[src/rtl/ccr_pkg.sv]
package ccr_pkg;

   typedef enum logic [1:0] {
      SQ_IDLE    = 2'd0,
      SQ_STOP    = 2'd1,
      SQ_RESTART = 2'd2,
      SQ_WAIT    = 2'd3
   } seq_state_t;

   typedef struct packed {
      logic osc;
      logic half;
      logic turbo;
      logic fast;
   } clk_mode_t;

   localparam clk_mode_t MODE_RESET = '{osc: 1'b0, half: 1'b0, turbo: 1'b0, fast: 1'b0};

endpackage

[src/rtl/ccr_regs.sv]
module ccr_regs
   import ccr_pkg::*;
#(
   parameter int RUN_W   = 5,
   parameter int TURBO_W = 3,
   parameter int BOOT_L  = 7,
   parameter int BOOT_N2 = 2
) (
   input  logic               clk,
   input  logic               rst_n,
   input  logic               ratio_wr,
   input  logic [RUN_W-1:0]   ratio_run,
   input  logic [TURBO_W-1:0] ratio_turbo,
   input  logic               ratio_memsel,
   input  logic               mode_wr,
   input  clk_mode_t          mode_in,
   input  logic               commit,
   output logic [RUN_W-1:0]   run_q,
   output logic [TURBO_W-1:0] turbo_q,
   output logic               memsel_q,
   output clk_mode_t          mode_q
);

   logic [RUN_W-1:0]   run_stage;
   logic [TURBO_W-1:0] turbo_stage;
   logic               memsel_stage;

   // staged copy: written by software at any time
   always_ff @(posedge clk or negedge rst_n) begin
      if (!rst_n) begin
         run_stage    <= RUN_W'(BOOT_L);
         turbo_stage  <= TURBO_W'(BOOT_N2);
         memsel_stage <= 1'b0;
      end else if (ratio_wr) begin
         run_stage    <= ratio_run;
         turbo_stage  <= ratio_turbo;
         memsel_stage <= ratio_memsel;
      end
   end

   // committed copy: loaded only at the end of a change sequence
   always_ff @(posedge clk or negedge rst_n) begin
      if (!rst_n) begin
         run_q    <= RUN_W'(BOOT_L);
         turbo_q  <= TURBO_W'(BOOT_N2);
         memsel_q <= 1'b0;
      end else if (commit) begin
         run_q    <= run_stage;
         turbo_q  <= turbo_stage;
         memsel_q <= memsel_stage;
      end
   end

   always_ff @(posedge clk or negedge rst_n) begin
      if (!rst_n) begin
         mode_q <= MODE_RESET;
      end else if (mode_wr) begin
         mode_q <= mode_in;
      end
   end

endmodule

[src/rtl/ccr_seq.sv]
module ccr_seq
   import ccr_pkg::*;
#(
   parameter int DELAY_W  = 16,
   parameter bit USE_LOCK = 1'b1
) (
   input  logic               clk,
   input  logic               rst_n,
   input  logic               req,
   input  logic               pll_lock,
   input  logic [DELAY_W-1:0] lock_timeout,
   output logic               busy,
   output logic               fc_start,
   output logic               pll_stop,
   output logic               pll_restart,
   output logic               lock_wait,
   output logic               commit,
   output logic               req_dropped
);

   seq_state_t         state_q;
   seq_state_t         state_d;
   logic [DELAY_W-1:0] cnt_q;
   logic               lock_ok;
   logic               expired;

   generate
      if (USE_LOCK) begin : g_lock
         assign lock_ok = pll_lock;
      end else begin : g_nolock
         logic unused_lock;
         assign unused_lock = pll_lock;
         assign lock_ok     = 1'b0;
      end
   endgenerate

   assign expired = (cnt_q >= lock_timeout);
   assign commit  = (state_q == SQ_WAIT) && (lock_ok || expired);

   always_comb begin
      state_d = state_q;
      unique case (state_q)
         SQ_IDLE:    if (req) state_d = SQ_STOP;
         SQ_STOP:    state_d = SQ_RESTART;
         SQ_RESTART: state_d = SQ_WAIT;
         SQ_WAIT:    if (commit) state_d = SQ_IDLE;
         default:    state_d = SQ_IDLE;
      endcase
   end

   always_ff @(posedge clk or negedge rst_n) begin
      if (!rst_n) begin
         state_q     <= SQ_IDLE;
         cnt_q       <= '0;
         fc_start    <= 1'b0;
         req_dropped <= 1'b0;
      end else begin
         state_q     <= state_d;
         fc_start    <= req && (state_q == SQ_IDLE);
         req_dropped <= req && (state_q != SQ_IDLE);
         if (state_q == SQ_RESTART) begin
            cnt_q <= '0;
         end else if (state_q == SQ_WAIT && !commit) begin
            cnt_q <= cnt_q + 1'b1;
         end
      end
   end

   assign busy        = (state_q != SQ_IDLE);
   assign pll_stop    = (state_q == SQ_STOP);
   assign pll_restart = (state_q == SQ_RESTART);
   assign lock_wait   = (state_q == SQ_WAIT);

endmodule

[src/rtl/ccr_freq.sv]
module ccr_freq
   import ccr_pkg::*;
#(
   parameter int RUN_W     = 5,
   parameter int TURBO_W   = 3,
   parameter int FREQ_W    = 12,
   parameter int XTAL_MHZ  = 13,
   parameter int MEM_SPLIT = 10
) (
   input  logic [RUN_W-1:0]   run_q,
   input  logic [TURBO_W-1:0] turbo_q,
   input  logic               memsel_q,
   input  clk_mode_t          mode_q,
   output logic [FREQ_W-1:0]  core_mhz,
   output logic [FREQ_W-1:0]  bus_mhz,
   output logic [FREQ_W-1:0]  mem_mhz
);

   localparam int PW = FREQ_W + TURBO_W;

   logic [PW-1:0] run_f;
   logic [PW-1:0] prod_f;
   logic [PW-1:0] turbo_f;
   logic [PW-1:0] half_f;
   logic [PW-1:0] core_pll;
   logic [PW-1:0] bus_pll;
   logic [PW-1:0] mem_tab;
   logic [PW-1:0] mem_pll;

   assign run_f   = PW'(XTAL_MHZ) * PW'(run_q);
   assign prod_f  = run_f * PW'(turbo_q);
   assign turbo_f = prod_f >> 1;
   assign half_f  = prod_f >> 2;

   // half turbo outranks turbo
   always_comb begin
      if (mode_q.half)       core_pll = half_f;
      else if (mode_q.turbo) core_pll = turbo_f;
      else                   core_pll = run_f;
   end

   assign bus_pll = mode_q.fast ? run_f : (run_f >> 1);

   generate
      if (MEM_SPLIT > 0) begin : g_split
         assign mem_tab = (int'(run_q) <= MEM_SPLIT) ? run_f : (run_f >> 1);
      end else begin : g_half
         assign mem_tab = run_f >> 1;
      end
   endgenerate

   assign mem_pll = memsel_q ? bus_pll : mem_tab;

   // crystal bypass outranks every other setting
   assign core_mhz = mode_q.osc ? FREQ_W'(XTAL_MHZ) : FREQ_W'(core_pll);
   assign bus_mhz  = mode_q.osc ? FREQ_W'(XTAL_MHZ) : FREQ_W'(bus_pll);
   assign mem_mhz  = mode_q.osc ? FREQ_W'(XTAL_MHZ) : FREQ_W'(mem_pll);

endmodule

[src/rtl/clk_ratio_ctrl.sv]
module clk_ratio_ctrl
   import ccr_pkg::*;
#(
   parameter int RUN_W     = 5,
   parameter int TURBO_W   = 3,
   parameter int FREQ_W    = 12,
   parameter int DELAY_W   = 16,
   parameter int XTAL_MHZ  = 13,
   parameter int MEM_SPLIT = 10,
   parameter int BOOT_L    = 7,
   parameter int BOOT_N2   = 2,
   parameter bit USE_LOCK  = 1'b1
) (
   input  logic               clk,
   input  logic               rst_n,
   input  logic               ratio_wr,
   input  logic [RUN_W-1:0]   ratio_run,
   input  logic [TURBO_W-1:0] ratio_turbo,
   input  logic               ratio_memsel,
   input  logic               cfg_wr,
   input  logic               cfg_fast_bus,
   input  logic               cfg_change,
   input  logic               cfg_turbo,
   input  logic               cfg_half,
   input  logic               cfg_osc,
   input  logic [DELAY_W-1:0] lock_timeout,
   input  logic               pll_lock,
   output logic [FREQ_W-1:0]  core_mhz,
   output logic [FREQ_W-1:0]  bus_mhz,
   output logic [FREQ_W-1:0]  mem_mhz,
   output logic               pll_stop,
   output logic               pll_restart,
   output logic               lock_wait,
   output logic               busy,
   output logic               fc_start,
   output logic               req_dropped,
   output logic               point_boot
);

   localparam longint MAX_RUN  = longint'(XTAL_MHZ) * ((longint'(1) << RUN_W) - 1);
   localparam longint MAX_PROD = MAX_RUN * ((longint'(1) << TURBO_W) - 1);

   generate
      if (RUN_W < 1 || TURBO_W < 1 || DELAY_W < 1) begin : g_bad_width
         $error("clk_ratio_ctrl: field widths must be positive");
      end
      if (MAX_PROD / 2 >= (longint'(1) << FREQ_W) || MAX_RUN >= (longint'(1) << FREQ_W)) begin : g_bad_freq
         $error("clk_ratio_ctrl: FREQ_W too narrow for the largest frequency");
      end
      if (BOOT_L >= (1 << RUN_W) || BOOT_N2 >= (1 << TURBO_W)) begin : g_bad_boot
         $error("clk_ratio_ctrl: boot point does not fit the ratio fields");
      end
   endgenerate

   logic               chg_req;
   logic               mode_wr;
   logic               commit;
   clk_mode_t          mode_in;
   clk_mode_t          mode_q;
   logic [RUN_W-1:0]   run_q;
   logic [TURBO_W-1:0] turbo_q;
   logic               memsel_q;

   assign chg_req = cfg_wr && cfg_change;
   // a change request while busy is dropped together with its mode bits
   assign mode_wr = cfg_wr && !(cfg_change && busy);
   assign mode_in = '{osc: cfg_osc, half: cfg_half, turbo: cfg_turbo, fast: cfg_fast_bus};

   ccr_regs #(
      .RUN_W   (RUN_W),
      .TURBO_W (TURBO_W),
      .BOOT_L  (BOOT_L),
      .BOOT_N2 (BOOT_N2)
   ) u_regs (
      .clk          (clk),
      .rst_n        (rst_n),
      .ratio_wr     (ratio_wr),
      .ratio_run    (ratio_run),
      .ratio_turbo  (ratio_turbo),
      .ratio_memsel (ratio_memsel),
      .mode_wr      (mode_wr),
      .mode_in      (mode_in),
      .commit       (commit),
      .run_q        (run_q),
      .turbo_q      (turbo_q),
      .memsel_q     (memsel_q),
      .mode_q       (mode_q)
   );

   ccr_seq #(
      .DELAY_W  (DELAY_W),
      .USE_LOCK (USE_LOCK)
   ) u_seq (
      .clk          (clk),
      .rst_n        (rst_n),
      .req          (chg_req),
      .pll_lock     (pll_lock),
      .lock_timeout (lock_timeout),
      .busy         (busy),
      .fc_start     (fc_start),
      .pll_stop     (pll_stop),
      .pll_restart  (pll_restart),
      .lock_wait    (lock_wait),
      .commit       (commit),
      .req_dropped  (req_dropped)
   );

   ccr_freq #(
      .RUN_W     (RUN_W),
      .TURBO_W   (TURBO_W),
      .FREQ_W    (FREQ_W),
      .XTAL_MHZ  (XTAL_MHZ),
      .MEM_SPLIT (MEM_SPLIT)
   ) u_freq (
      .run_q    (run_q),
      .turbo_q  (turbo_q),
      .memsel_q (memsel_q),
      .mode_q   (mode_q),
      .core_mhz (core_mhz),
      .bus_mhz  (bus_mhz),
      .mem_mhz  (mem_mhz)
   );

   assign point_boot = (run_q == RUN_W'(BOOT_L));

endmodule

[config.mk]
export PLATFORM = sky130hd
export DESIGN_NAME = clk_ratio_ctrl
export DESIGN_NICKNAME = d
export VERILOG_FILES = /design/src/rtl/ccr_pkg.sv /design/src/rtl/ccr_regs.sv /design/src/rtl/ccr_seq.sv /design/src/rtl/ccr_freq.sv /design/src/rtl/clk_ratio_ctrl.sv
export SDC_FILE = /design/constraint.sdc
export NUM_CORES = 1
export LEC_CHECK = 0
export BUFFER_PORTS_ARGS = -buffer_cell sky130_fd_sc_hd__buf_4
export CORE_MARGIN = 1
export CORE_UTILIZATION = 57
export DETAILED_ROUTE_END_ITERATION = 10
export PLACE_DENSITY = 0.79
export RECOVER_POWER = 50
export SYNTH_ARGS = -nofsm -noshare
export SYNTH_HDL_FRONTEND = slang
export SYNTH_HIERARCHICAL = 1
export SYNTH_SLANG_ARGS = --single-unit
[constraint.sdc]
create_clock -name clk -period 6.2 [get_ports clk]
set_input_delay 0.62 -clock clk [delete_from_list [all_inputs] [get_ports clk]]
set_output_delay 0.62 -clock clk [all_outputs]
set_load 0.02 [all_outputs]
# After elaboration in Yosys (flattened, before gate mapping)
# Index checks and enable logic that the tools add are counted.
# W data, S select, Z words.
word_totals:
  regBits: 42
  out_inout_bits: 43
op_classes:
  n_addsub: 1
  n_mul: 2
  magnitude_cmp: 2
  n_eq_ne: 6
  muxes: 13
  n_reduce_logical: 14
ops:
  columns: ["operator", "n"]
  rows:
  - ["$mux W12", 5]
  - ["$mux W16", 2]
  - ["$mux W9", 2]
  - ["$add A16 B1 Y16 const B", 1]
  - ["$ge A16 B16 Y1", 1]
  - ["$mul A9 B3 Y12", 1]
  - ["$mux W11", 1]
  - ["$mul A4 B5 Y9 const A", 1]
  - ["$pmux W2 S4", 1]
  - ["$logic_and A1 B1 Y1", 7]
  - ["$eq A5 B3 Y1 const B", 1]
  - ["$le A5 B4 Y1 const B", 1]
  - ["$eq A2 B2 Y1 const B", 2]
  - ["$mux W2", 2]
  - ["$ne A2 B1 Y1 const B", 2]
  - ["$reduce_bool A2 Y1", 2]
  - ["$eq A2 B1 Y1 const B", 1]
  - ["$logic_not A1 Y1", 2]
  - ["$logic_not A2 Y1", 1]
  - ["$reduce_and A2 Y1", 1]
  - ["$logic_or A1 B1 Y1", 1]

# Logic depth before layout (Yosys ltp)
# Gate-level depths: netlist of run 1.
logic_depth:
  ltp_word: 7
  ltp_mapped: 19

# Cells and area by module
# The synthesis of run 1 kept the hierarchy.
modules_own_cells:
  columns: ["module", "instances", "cells_each", "area_each_um2", "seq_area_each_um2"]
  rows:
  - ["ccr_freq", 1, 250, 1765.4, 0.0]
  - ["ccr_seq", 1, 162, 1506.4, 500.5]
  - ["ccr_regs", 1, 46, 898.4, 560.5]
  - ["clk_ratio_ctrl", 1, 4, 26.3, 0.0]

# Least setup slack after synthesis of run 1
# OpenSTA, ideal clock, no wires.
synth_path:
  path_type: "register to output"
  start: "register u_regs.run_q[1]"
  end: "output port core_mhz[6]"
  arrival_time_ps: 4974
  required_time_ps: 5580
  path_slack_ps: 606
  stages_incl_launch_ff: 18
  n_path_buf: 0
  path_cell_list: "dfstp_2 -> inv_1 -> ha_1 -> fa_1 -> inv_1 -> fa_1 -> nand2b_1 -> a21oi_1 -> xor2_1 -> nand2_1 -> fa_1 -> inv_1 -> ha_1 -> and3_1 -> a221oi_1 -> xnor2_1 -> nor2_1 -> a311oi_1"
synth_via:
  elab_chain_len: 5
synth_rtl:
  columns: ["element", "line", "rtl"]
  rows:
  - ["from (decl)", "ccr_regs.sv:18", "output logic [RUN_W-1:0] run_q,"]
  - ["from (signal assigned)", "ccr_regs.sv:44", "run_q <= RUN_W'(BOOT_L);"]
  - ["from (signal assigned)", "ccr_regs.sv:48", "run_q <= run_stage;"]
  - ["$mul A4 B5 Y9 *", "ccr_freq.sv:30", "assign run_f = PW'(XTAL_MHZ) * PW'(run_q);"]
  - ["$mul A9 B3 Y12", "ccr_freq.sv:31", "assign prod_f = run_f * PW'(turbo_q);"]
  - ["$mux W11", "ccr_freq.sv:38", "else if (mode_q.turbo) core_pll = turbo_f;"]
  - ["$mux W12 *", "ccr_freq.sv:37", "if (mode_q.half) core_pll = half_f;"]
  - ["$mux W12 *", "ccr_freq.sv:55", "assign core_mhz = mode_q.osc ? FREQ_W'(XTAL_MHZ) : FREQ_W'(core_pll);"]
  - ["to (decl)", "clk_ratio_ctrl.sv:28", "output logic [FREQ_W-1:0] core_mhz,"]
# Mark *: on every way between the ends. The rest lies on a longest branch, timed or not.

# Worst setup path in the final report of run 1
layout_path:
  start: "register u_regs.run_q[1]"
  end: "output port core_mhz[9]"
layout_via:
  elab_chain_len: 5
layout_rtl:
  columns: ["element", "line"]
  rows:
  - ["$mul A4 B5 Y9 *", "ccr_freq.sv:30"]
  - ["$mul A9 B3 Y12 *", "ccr_freq.sv:31"]
  - ["$mux W11", "ccr_freq.sv:38"]
  - ["$mux W12 *", "ccr_freq.sv:37"]
  - ["$mux W12 *", "ccr_freq.sv:55"]
# Marks and branches as above.

==> results.cfg, run 1 <==
[clocking]
numCtsBuffers = 5
cts_buffer_depth = 2
cts_max_level = 2
cts_tree = done
clk_latency_ns = 0.29
cts_hold_buf = 0
cts_setup_buffers = 0
cts.clk_slew.worst_paths_ns = 0.07
cts_root_buf = clkbuf_8
cts.sinks = 42
cts-resized-gates = 0

[status]
violations = capacitance limit, slew limit
outcome = finished with violations

[timing]
fin_crit_ns = 5.916
max_freq_mhz = 169.0
setup_viol = 0
max_slew_margin_pct = -40.66
slew_viol_final = 43
clock_skew_ns = 0.01225
tightest_slew_ns = 2.110
fin_tns_setup_ns = 0
rsz0062_at_grt = false
post-route-period-util_pct = 95.41
hold_viol = 0

[synth]
syn_inst = 462
ys_ff_latch = 42
async_flop_share_pct = 100.0
syn_area_per_cell_um2 = 9.083
synth_cell_types = 63
syn_area_mm2 = 0.004197
synth_flop_cell = dfrtp_1
yosys_warnings = 6
yosysTopAreaCellShare_pct = 20.27
synth.area.top_cells = dfrtp_1 (20%), ha_1 (15%), mux2_4 (6.4%)
yosys.area.top_type = dfrtp_1
ys_seq_area_share_pct = 25.28
synth_edf_count = 0

[flow_run]
drv_cap = 1

[detailed_routing]
drtIter0Drc = 158
dr_total_vias = 3388
drt-pass1-iter-count = 4
drt-total-wl_um = 8811
ant_nets = 0
drc = 0
wire_per_inst_um = 14.21
via_per_inst = 5.465

[final_layout]
n_antenna_cell = 0
area_growth_pct = 14.91
regArea_mm2 = 0.001061
drive_above_1_share_pct = 22.14
multiInputGateArea_mm2 = 0.002815
design_area_mm2 = 0.004822
fillers = 580
nets = 618

[floorplanning]
die_area_mm2 = 0.007710
io_pins = 78
die_y_um = 87.81
coreArea_mm2 = 0.006944
initial_core_util_pct = 60.43
die_x_um = 87.81
fp-row-count = 30

[global_routing]
grt_max_degree = 43
antenna_found_initial = 0
grt-ovfl-total = 0
grt_usage_pct = 24.83
grt_pass1_wl_um = 15070
grt_pass1_vias = 3282

[setup_path]
endpoint = core_mhz[9]
crit_fanout = 13
reg2reg_to = u_regs/run_q[4]$_DFFE_PN0P_
setup.worst_path.class = flip-flop to output port
critPathArrivalTime_ns = 5.30
r2r_start = u_seq/cnt_q[14]$_DFFE_PN0P_
rrSetupSlack_ns = 3.61
cp-startpoint = u_regs/run_q[1]$_DFFE_PN1P_
cp_data_required_time_ns = 5.58
end_kind = output port
r2r_cells = 5
worst_setup_path_start_kind = flip-flop

[hold_path]
min_path_type = flip-flop to flip-flop

[place]
placed_area_mm2 = 0.004747
port_buffers = 70
gp_congestion = 0.8790
place_hpwl_um = 7089
cells by family after synthesis:
| group | Yosys count | share of synthesized area (%) |
|---|---|---|
| flip-flops | 42 | 25.28 |
| buffers and inverters | 76 | 7.811 |
| adder cells (fa/ha/maj) | 60 | 19.68 |
| XOR/XNOR | 21 | 4.383 |
| AO/OA/AOI/OAI | 78 | 13.66 |
| other | 1 | 0.08936 |
| multiplexers | 40 | 12.02 |
| AND/OR/NAND/NOR | 144 | 17.08 |
sequential cells by signal, summed over array words and instances (netlist names), 2 cells and up:
name	cells
u_regs/mode_q	4
u_regs/run_q	5
u_regs/run_stage	5
u_regs/turbo_q	3
u_regs/turbo_stage	3
u_seq/cnt_q	16
u_seq/state_q	2
cells in the mapped netlist (2+ instances only):
library cell   n
a211oi_1       5
nor4_1         4
and4_1         3
nor2b_1        6
o211ai_1       5
a21o_1         5
o21ai_0        8
buf_4          7
and3_1         8
inv_1         52
xnor2_1       17
a311oi_1       5
xor2_1         4
mux2i_1       11
and2_1         8
mux2_1         2
nor2_1        39
buf_6          2
nor3_1         5
a211o_1        2
nand2b_1       5
nand4_1        2
clkbuf_1      14
dfstp_2        8
mux2_4        18
nand2_1       45
a21o_2         2
a21oi_1       22
a31o_2         2
mux2_2         9
dfrtp_1       34
fa_1          10
nand3_1       11
ha_1          50
o21a_1         4
per-layer routing:
layer  GRT usage, %  up-vias  wire length, um
met5              0        -                0
met4          7.601        0              141
met3          2.639       12              298
met2          42.00       80             4224
met1          33.51     1602             4146
li1               -     1694                -
final cells by class:
| class | instances | share of cell area, % |
|---|---|---|
| Clock inverter | 1 | 0.6227 |
| Tap cell | 96 | 2.491 |
| Inverter | 52 | 4.048 |
| Clock buffer | 7 | 1.790 |
| Timing Repair Buffer | 72 | 10.66 |
| Multi-Input combinational cell | 350 | 58.38 |
| Sequential cell | 42 | 22.00 |
metrics by stage:
step                      util, %  instances  hold WS (ns)  setup slack [ns]
final                       69.44        620        0.4930            0.2843
after detailed placement    68.36        612        0.4924            0.5016
after floorplan                 -        468        0.3244            0.6058
after CTS                   70.04        620        0.3097            0.1781
after global placement      68.36        612        0.4963            0.7163
after global routing        69.44        620        0.5182           0.01059
worst min path at each step:
stage / startpoint / end / slack [ns] / cells after the start
finish: u_regs/run_stage[3]$_DFFE_PN0P_ / u_regs/run_stage[3]$_DFFE_PN0P_ / 0.49 / 1
global route: u_regs/run_stage[3]$_DFFE_PN0P_ / u_regs/run_stage[3]$_DFFE_PN0P_ / 0.52 / 1
floorplan: rst_n / u_regs/memsel_q$_DFFE_PN0P_ / 0.32 / 0
CTS: rst_n / u_seq/cnt_q[4]$_DFFE_PN0P_ / 0.31 / 1
global placement: u_regs/run_stage[3]$_DFFE_PN0P_ / u_regs/run_q[3]$_DFFE_PN0P_ / 0.50 / 1
detailed placement: u_regs/run_stage[3]$_DFFE_PN0P_ / u_regs/run_q[3]$_DFFE_PN0P_ / 0.49 / 1
layout by cell type (no fill, tap or decap), types with 3 or more instances in the layout:
| cell | Yosys | routed |
|---|---|---|
| inv_1 | 52 | 52 |
| a21oi_1 | 22 | 20 |
| dfstp_2 | 8 | 8 |
| mux2_4 | 18 | 10 |
| a211oi_1 | 5 | 5 |
| conb_1 | 1 | 7 |
| and3_1 | 8 | 8 |
| o21ai_0 | 8 | 8 |
| buf_4 | 7 | 65 |
| dfrtp_1 | 34 | 34 |
| xnor2_1 | 17 | 17 |
| a311oi_1 | 5 | 5 |
| o21a_1 | 4 | 4 |
| mux2_1 | 2 | 10 |
| nand2_1 | 45 | 45 |
| mux2i_1 | 11 | 11 |
| nor2b_1 | 6 | 6 |
| nor3_1 | 5 | 5 |
| o211ai_1 | 5 | 5 |
| xor2_1 | 4 | 3 |
| nor4_1 | 4 | 4 |
| a21o_1 | 5 | 5 |
| ha_1 | 50 | 50 |
| and4_1 | 3 | 3 |
| and2_1 | 8 | 8 |
| mux2_2 | 9 | 9 |
| nor2_1 | 39 | 39 |
| nand3_1 | 11 | 11 |
| nand2b_1 | 5 | 5 |
| clkbuf_1 | 14 | 8 |
| clkbuf_8 | 0 | 6 |
| fa_1 | 10 | 10 |
critical path: stages (launching register included):
cell,delay (ns)
dfstp_2,0.66
inv_1,0.09
ha_1,0.33
fa_1,0.49
ha_1,0.31
a21o_2,0.16
a21oi_1,0.08
xnor2_1,0.56
nand2_1,0.14
fa_1,0.50
inv_1,0.04
ha_1,0.36
a21o_1,0.22
a31oi_1,0.14
o21ai_0,0.18
a311oi_1,0.39
o32ai_1,0.16
buf_4,0.19
Power of run 1 is not shown: default switching activity piles up to over one toggle a cycle in this logic, so the estimate is an artifact.
==> run 2: changes to the inputs <==
==> constraint.sdc (replaced) <==
create_clock -name clk -period 6.2 [get_ports clk]
set_input_delay 0.62 -clock clk [delete_from_list [all_inputs] [get_ports clk]]
set_output_delay 0.62 -clock clk [all_outputs]
set_load 0.1 [all_outputs]
==> run 2 against run 1 <==
Effect of this change: the run still ends with capacitance limit, slew limit left; register-to-register slack barely moved; clock skew down 0.0072 ns; flip-flop and latch count stayed put; count of clock-buffer cells in the layout decreased by 2; via count rose by 1.7%; final area is 1.6% higher; final cell count is 0.48% higher; core utilization is 1.1 points higher; maximum frequency fell by 0.29%; first-iteration DRC count up 6.3%; setup slack worse by 0.017 ns; critical path type unchanged; highest routed layer unchanged.
==> results.cfg, run 2 (synthesized netlist as in run 1, its figures left out) <==
[status]
outcome = finished with violations
violations = capacitance limit, slew limit

[final_layout]
layoutNonFillerInstCount = 623
final_cell_mix = buf_4 (66), inv_1 (52), ha_1 (50)
area_growth_pct = 16.73
nets = 621
fin_util_pct = 70.54
drive_above_1_share_pct = 23.91
design_area_mm2 = 0.004898
largest_registers = u_seq/cnt_q (16), u_regs/run_q (5), u_regs/run_stage (5)
final_common_cell = buf_4
largest_register_ffs = 16
n_antenna_cell = 0
top_register = u_seq/cnt_q

[clocking]
cts_buffer_depth = 2
cts_max_level = 2
cts.sinks = 42
cts_tree = done
cts_root_buf = clkbuf_8
numCtsBuffers = 5
clk_latency_ns = 0.30
cts.clk_slew.worst_paths_ns = 0.08

[setup_path]
crit_fanout = 6
cp-startpoint = u_regs/run_q[1]$_DFFE_PN1P_
rrSetupSlack_ns = 3.61
r2r_start = u_seq/cnt_q[0]$_DFFE_PN0P_
endpoint = core_mhz[8]
reg2reg_to = u_seq/cnt_q[14]$_DFFE_PN0P_
critPathArrivalTime_ns = 5.31
worst_setup_path_start_kind = flip-flop
cp_data_required_time_ns = 5.58
end_kind = output port
r2r_cells = 8
setup.worst_path.class = flip-flop to output port

[global_routing]
grt_max_degree = 43
grt-ovfl-total = 0
grt_pass1_wl_um = 14670
grt_pass1_vias = 3177
grt_usage_pct = 24.07
antenna_found_initial = 0

[detailed_routing]
wire_per_inst_um = 14.14
drt-pass1-iter-count = 4
drc = 0
drt-total-wl_um = 8810
drtIter0Drc = 168
dr_total_vias = 3446
via_per_inst = 5.531
ant_nets = 0

[timing]
whs_ns = 0.4981
rsz0062_at_grt = false
slew_viol_final = 43
tightest_slew_ns = 2.194
clock_skew_ns = 0.005038
setup_viol = 0
max_freq_mhz = 168.6
hold_viol = 0
max_slew_margin_pct = -46.25
post-route-period-util_pct = 95.69
fin_crit_ns = 5.933

[floorplanning]
fp-row-count = 30
die_area_mm2 = 0.007710
die_x_um = 87.81
initial_core_util_pct = 60.43
io_pins = 78
die_y_um = 87.81
coreArea_mm2 = 0.006944

[place]
dp_cells = 612
gp_congestion = 0.9156
place_hpwl_um = 6734
port_buffers = 70
placed_area_mm2 = 0.004790

[flow_run]
drv_cap = 1

[hold_path]
min_path_type = flip-flop to flip-flop
run 2: changes by cell type in the layout (fill, tap and decap cells not counted), sizes merged:
cell | previous run | this run
buf | 65 | 69
inv | 52 | 53
clkinvlp | 0 | 1
clkbuf | 14 | 11
run 2: critical path: stages (launching register included):
cell and delay, ns:
dfstp_2 0.59, inv_1 0.07, ha_1 0.32, fa_1 0.54, inv_1 0.06, fa_1 0.48, nand2b_1 0.18, a21oi_2 0.19
xor2_1 0.26, nand2_1 0.12, fa_1 0.51, inv_1 0.04, ha_1 0.37, nand2_1 0.08, a211o_1 0.30, and3_4 0.20
a211o_1 0.29, a211oi_4 0.17, buf_6 0.25
run 2: metrics by stage:
stage	TNS (ns)	setup slack, ns
finish	0	0.2672
global route	0	0.005139
CTS	0	0.07054
detailed placement	0	0.4304
global placement	0	0.5520
floorplan	-0.1893	-0.1693
run 2: cell type report:
class / instances / area (um2)
clock buffer: 5 / 68.82
clock inverter: 3 / 48.80
fill: 588 / 2046
inverter: 52 / 195.2
multi-input combinational: 350 / 2853
sequential: 42 / 1061
tap: 96 / 120.1
timing repair buffer: 75 / 551.8
run 2: worst min path at each step:
stage | endpoint | depth (start not counted) | from
detailed placement | u_regs/run_q[4]$_DFFE_PN0P_ | 1 | u_regs/run_stage[4]$_DFFE_PN0P_
finish | u_regs/run_stage[4]$_DFFE_PN0P_ | 1 | u_regs/run_stage[4]$_DFFE_PN0P_
global placement | u_regs/run_q[4]$_DFFE_PN0P_ | 1 | u_regs/run_stage[4]$_DFFE_PN0P_
global route | u_regs/memsel_stage$_DFFE_PN0P_ | 2 | ratio_memsel
CTS | u_seq/cnt_q[9]$_DFFE_PN0P_ | 1 | rst_n
floorplan | u_regs/memsel_q$_DFFE_PN0P_ | 0 | rst_n
run 2: repair_timing:
item | 4_1_cts | 5_1_grt
setup buffers | 0 | 3
hold buffers | 0 | 0
setup endpoints to repair | 0 | 6
resized for setup | 0 | 5
run 2: metal layers:
layer  wire length (um)  GRT usage, %
met1               4011         32.54
met2               4301         40.80
met3                438         3.864
met4                 59         5.067
met5                  0             0
Power of run 2 is left out for the same reason.
==> run 3: changes to the inputs <==
- PLACE_DENSITY: 0.79 -> unset
- PLACE_DENSITY_LB_ADDON: unset -> 0.05
==> run 3 against run 2 <==
Effect of this change: the flow still finishes with violations (capacitance limit, slew limit); core utilization is 0.70 points higher; final cell count is 0.32% higher; non-clock buffer count is 2 higher; clock skew is 0.00080 ns lower; routed wire length is 3.8% higher; setup slack worse by 0.044 ns; worst hold slack worse by 0.0048 ns; count of clock-buffer cells in the layout stayed put; die area stayed put; flip-flop and latch count stayed put; maximum frequency is 0.74% lower; critical path type unchanged; critical endpoint unchanged.
==> results.cfg, run 3 (synthesized netlist as in run 1, its figures left out) <==
[final_layout]
n_antenna_cell = 0
layoutNonFillerInstCount = 625
largest_register_ffs = 16
design_area_mm2 = 0.004947
nets = 623
drive_above_1_share_pct = 24.76
area_growth_pct = 17.89
top_register = u_seq/cnt_q
final_cell_mix = buf_4 (68), inv_1 (52), ha_1 (48)
final_common_cell = buf_4
fillers = 554
largest_registers = u_seq/cnt_q (16), u_regs/run_q (5), u_regs/run_stage (5)

[clocking]
cts_tree = done
clk_latency_ns = 0.29
cts_max_level = 2
cts_root_buf = clkbuf_8
cts_buffer_depth = 2
numCtsBuffers = 5
cts.sinks = 42
cts_hold_buf = 0
cts.clk_slew.worst_paths_ns = 0.08

[floorplanning]
initial_core_util_pct = 60.43
io_pins = 78
coreArea_mm2 = 0.006944
die_area_mm2 = 0.007710
die_y_um = 87.81
fp-row-count = 30
die_x_um = 87.81

[setup_path]
r2r_cells = 5
end_kind = output port
endpoint = core_mhz[8]
cp_data_required_time_ns = 5.58
crit_fanout = 8
r2r_start = u_seq/cnt_q[14]$_DFFE_PN0P_
critPathArrivalTime_ns = 5.36
rrSetupSlack_ns = 3.53
reg2reg_to = u_regs/turbo_q[2]$_DFFE_PN0P_
cp-startpoint = u_regs/run_q[1]$_DFFE_PN1P_
setup.worst_path.class = flip-flop to output port
worst_setup_path_start_kind = flip-flop

[place]
place_ws_ns = 0.2373
gp_congestion = 0.9044
dp_cells = 612
placed_area_mm2 = 0.004790
port_buffers = 70
place_hpwl_um = 7077

[status]
outcome = finished with violations
violations = capacitance limit, slew limit

[global_routing]
grt_pass1_wl_um = 15010
grt_pass1_vias = 3351
grt-ovfl-total = 0
grt_max_degree = 43
antenna_found_initial = 0
grt_usage_pct = 24.67

[timing]
fin_ws_ns = 0.2231
max_freq_mhz = 167.3
setup_viol = 0
post-route-period-util_pct = 96.40
slew_viol_final = 43
tightest_slew_ns = 2.177
clock_skew_ns = 0.004240
hold_viol = 0
fin_crit_ns = 5.977
max_slew_margin_pct = -45.11

[hold_path]
hp-start = u_regs/run_stage[4]$_DFFE_PN0P_
min_path_type = flip-flop to flip-flop

[detailed_routing]
drtIter0Drc = 141
ant_nets = 0
drt-pass1-iter-count = 4
drt-total-wl_um = 9145
drc = 0
via_per_inst = 5.560
wire_per_inst_um = 14.63
dr_total_vias = 3475

[flow_run]
drv_cap = 1
run 3: cell count changes in the layout (fill, tap and decap cells not counted), moves of 2 or more:
cell | before | now
ha_2 | 0 | 2
buf_6 | 3 | 1
buf_4 | 66 | 68
ha_1 | 50 | 48
run 3: how the worst min path moves through the flow:
stage                                            endpoint  slack, ns  cells past startpoint
final                     u_regs/run_stage[4]$_DFFE_PN0P_       0.49                      1
after global routing      u_regs/run_stage[4]$_DFFE_PN0P_       0.53                      1
after CTS                     u_seq/cnt_q[11]$_DFFE_PN0P_       0.31                      1
after detailed placement      u_regs/memsel_q$_DFFE_PN0P_       0.50                      1
after global placement        u_regs/run_q[4]$_DFFE_PN0P_       0.49                      1
after floorplan               u_regs/memsel_q$_DFFE_PN0P_       0.32                      0
run 3: cell type report:
cell class / instances / area [um2] / share of cell area [%]
repair buffers: 77 / 568.0 / 11.48
inverters: 52 / 195.2 / 3.945
well taps: 96 / 120.1 / 2.428
multi-input cells: 350 / 2890 / 58.42
clock buffers: 5 / 68.82 / 1.391
flip-flops and latches: 42 / 1061 / 21.45
clock inverters: 3 / 43.79 / 0.8852
run 3: repair_timing:
action / CTS / global route
gates resized for setup: 4 / 8
setup buffers: 0 / 5
pin swaps: 0 / 1
setup endpoints to repair: 5 / 5
run 3: routing by layer:
| metal | vias to the layer above | GRT usage (%) | part of all wire [%] |
|---|---|---|---|
| met4 | 0 | 6.706 | 1.2 |
| met3 | 15 | 3.582 | 4.0 |
| met2 | 88 | 41.93 | 48 |
| met1 | 1666 | 32.88 | 47 |
| li1 | 1706 | - | - |
| met5 | - | 0 | 0 |
run 3: critical path, cell delays in order, from the launching register on:
cell and delay [ns]:
dfstp_2 0.61, inv_1 0.08, ha_1 0.31, fa_1 0.53
inv_1 0.07, fa_1 0.48, nand2b_1 0.21, a21oi_4 0.23
xor2_4 0.23, nand2_1 0.10, fa_1 0.51, inv_1 0.04
ha_2 0.38, nand2_1 0.08, a211o_1 0.29, and3_4 0.19
a211o_1 0.29, a211oi_4 0.20, buf_12 0.21
run 3: through the flow:
stage	hold slack [ns]	utilization (%)	setup TNS, ns
2_1_floorplan	0.3244	-	-0.1893
3_3_place_gp	0.4942	68.97	0
3_5_place_dp	0.4989	68.97	0
4_1_cts	0.3135	70.90	0
5_1_grt	0.5325	71.24	-0.005099
6_report	0.4933	71.24	0
Power of run 3 is left out for the same reason.
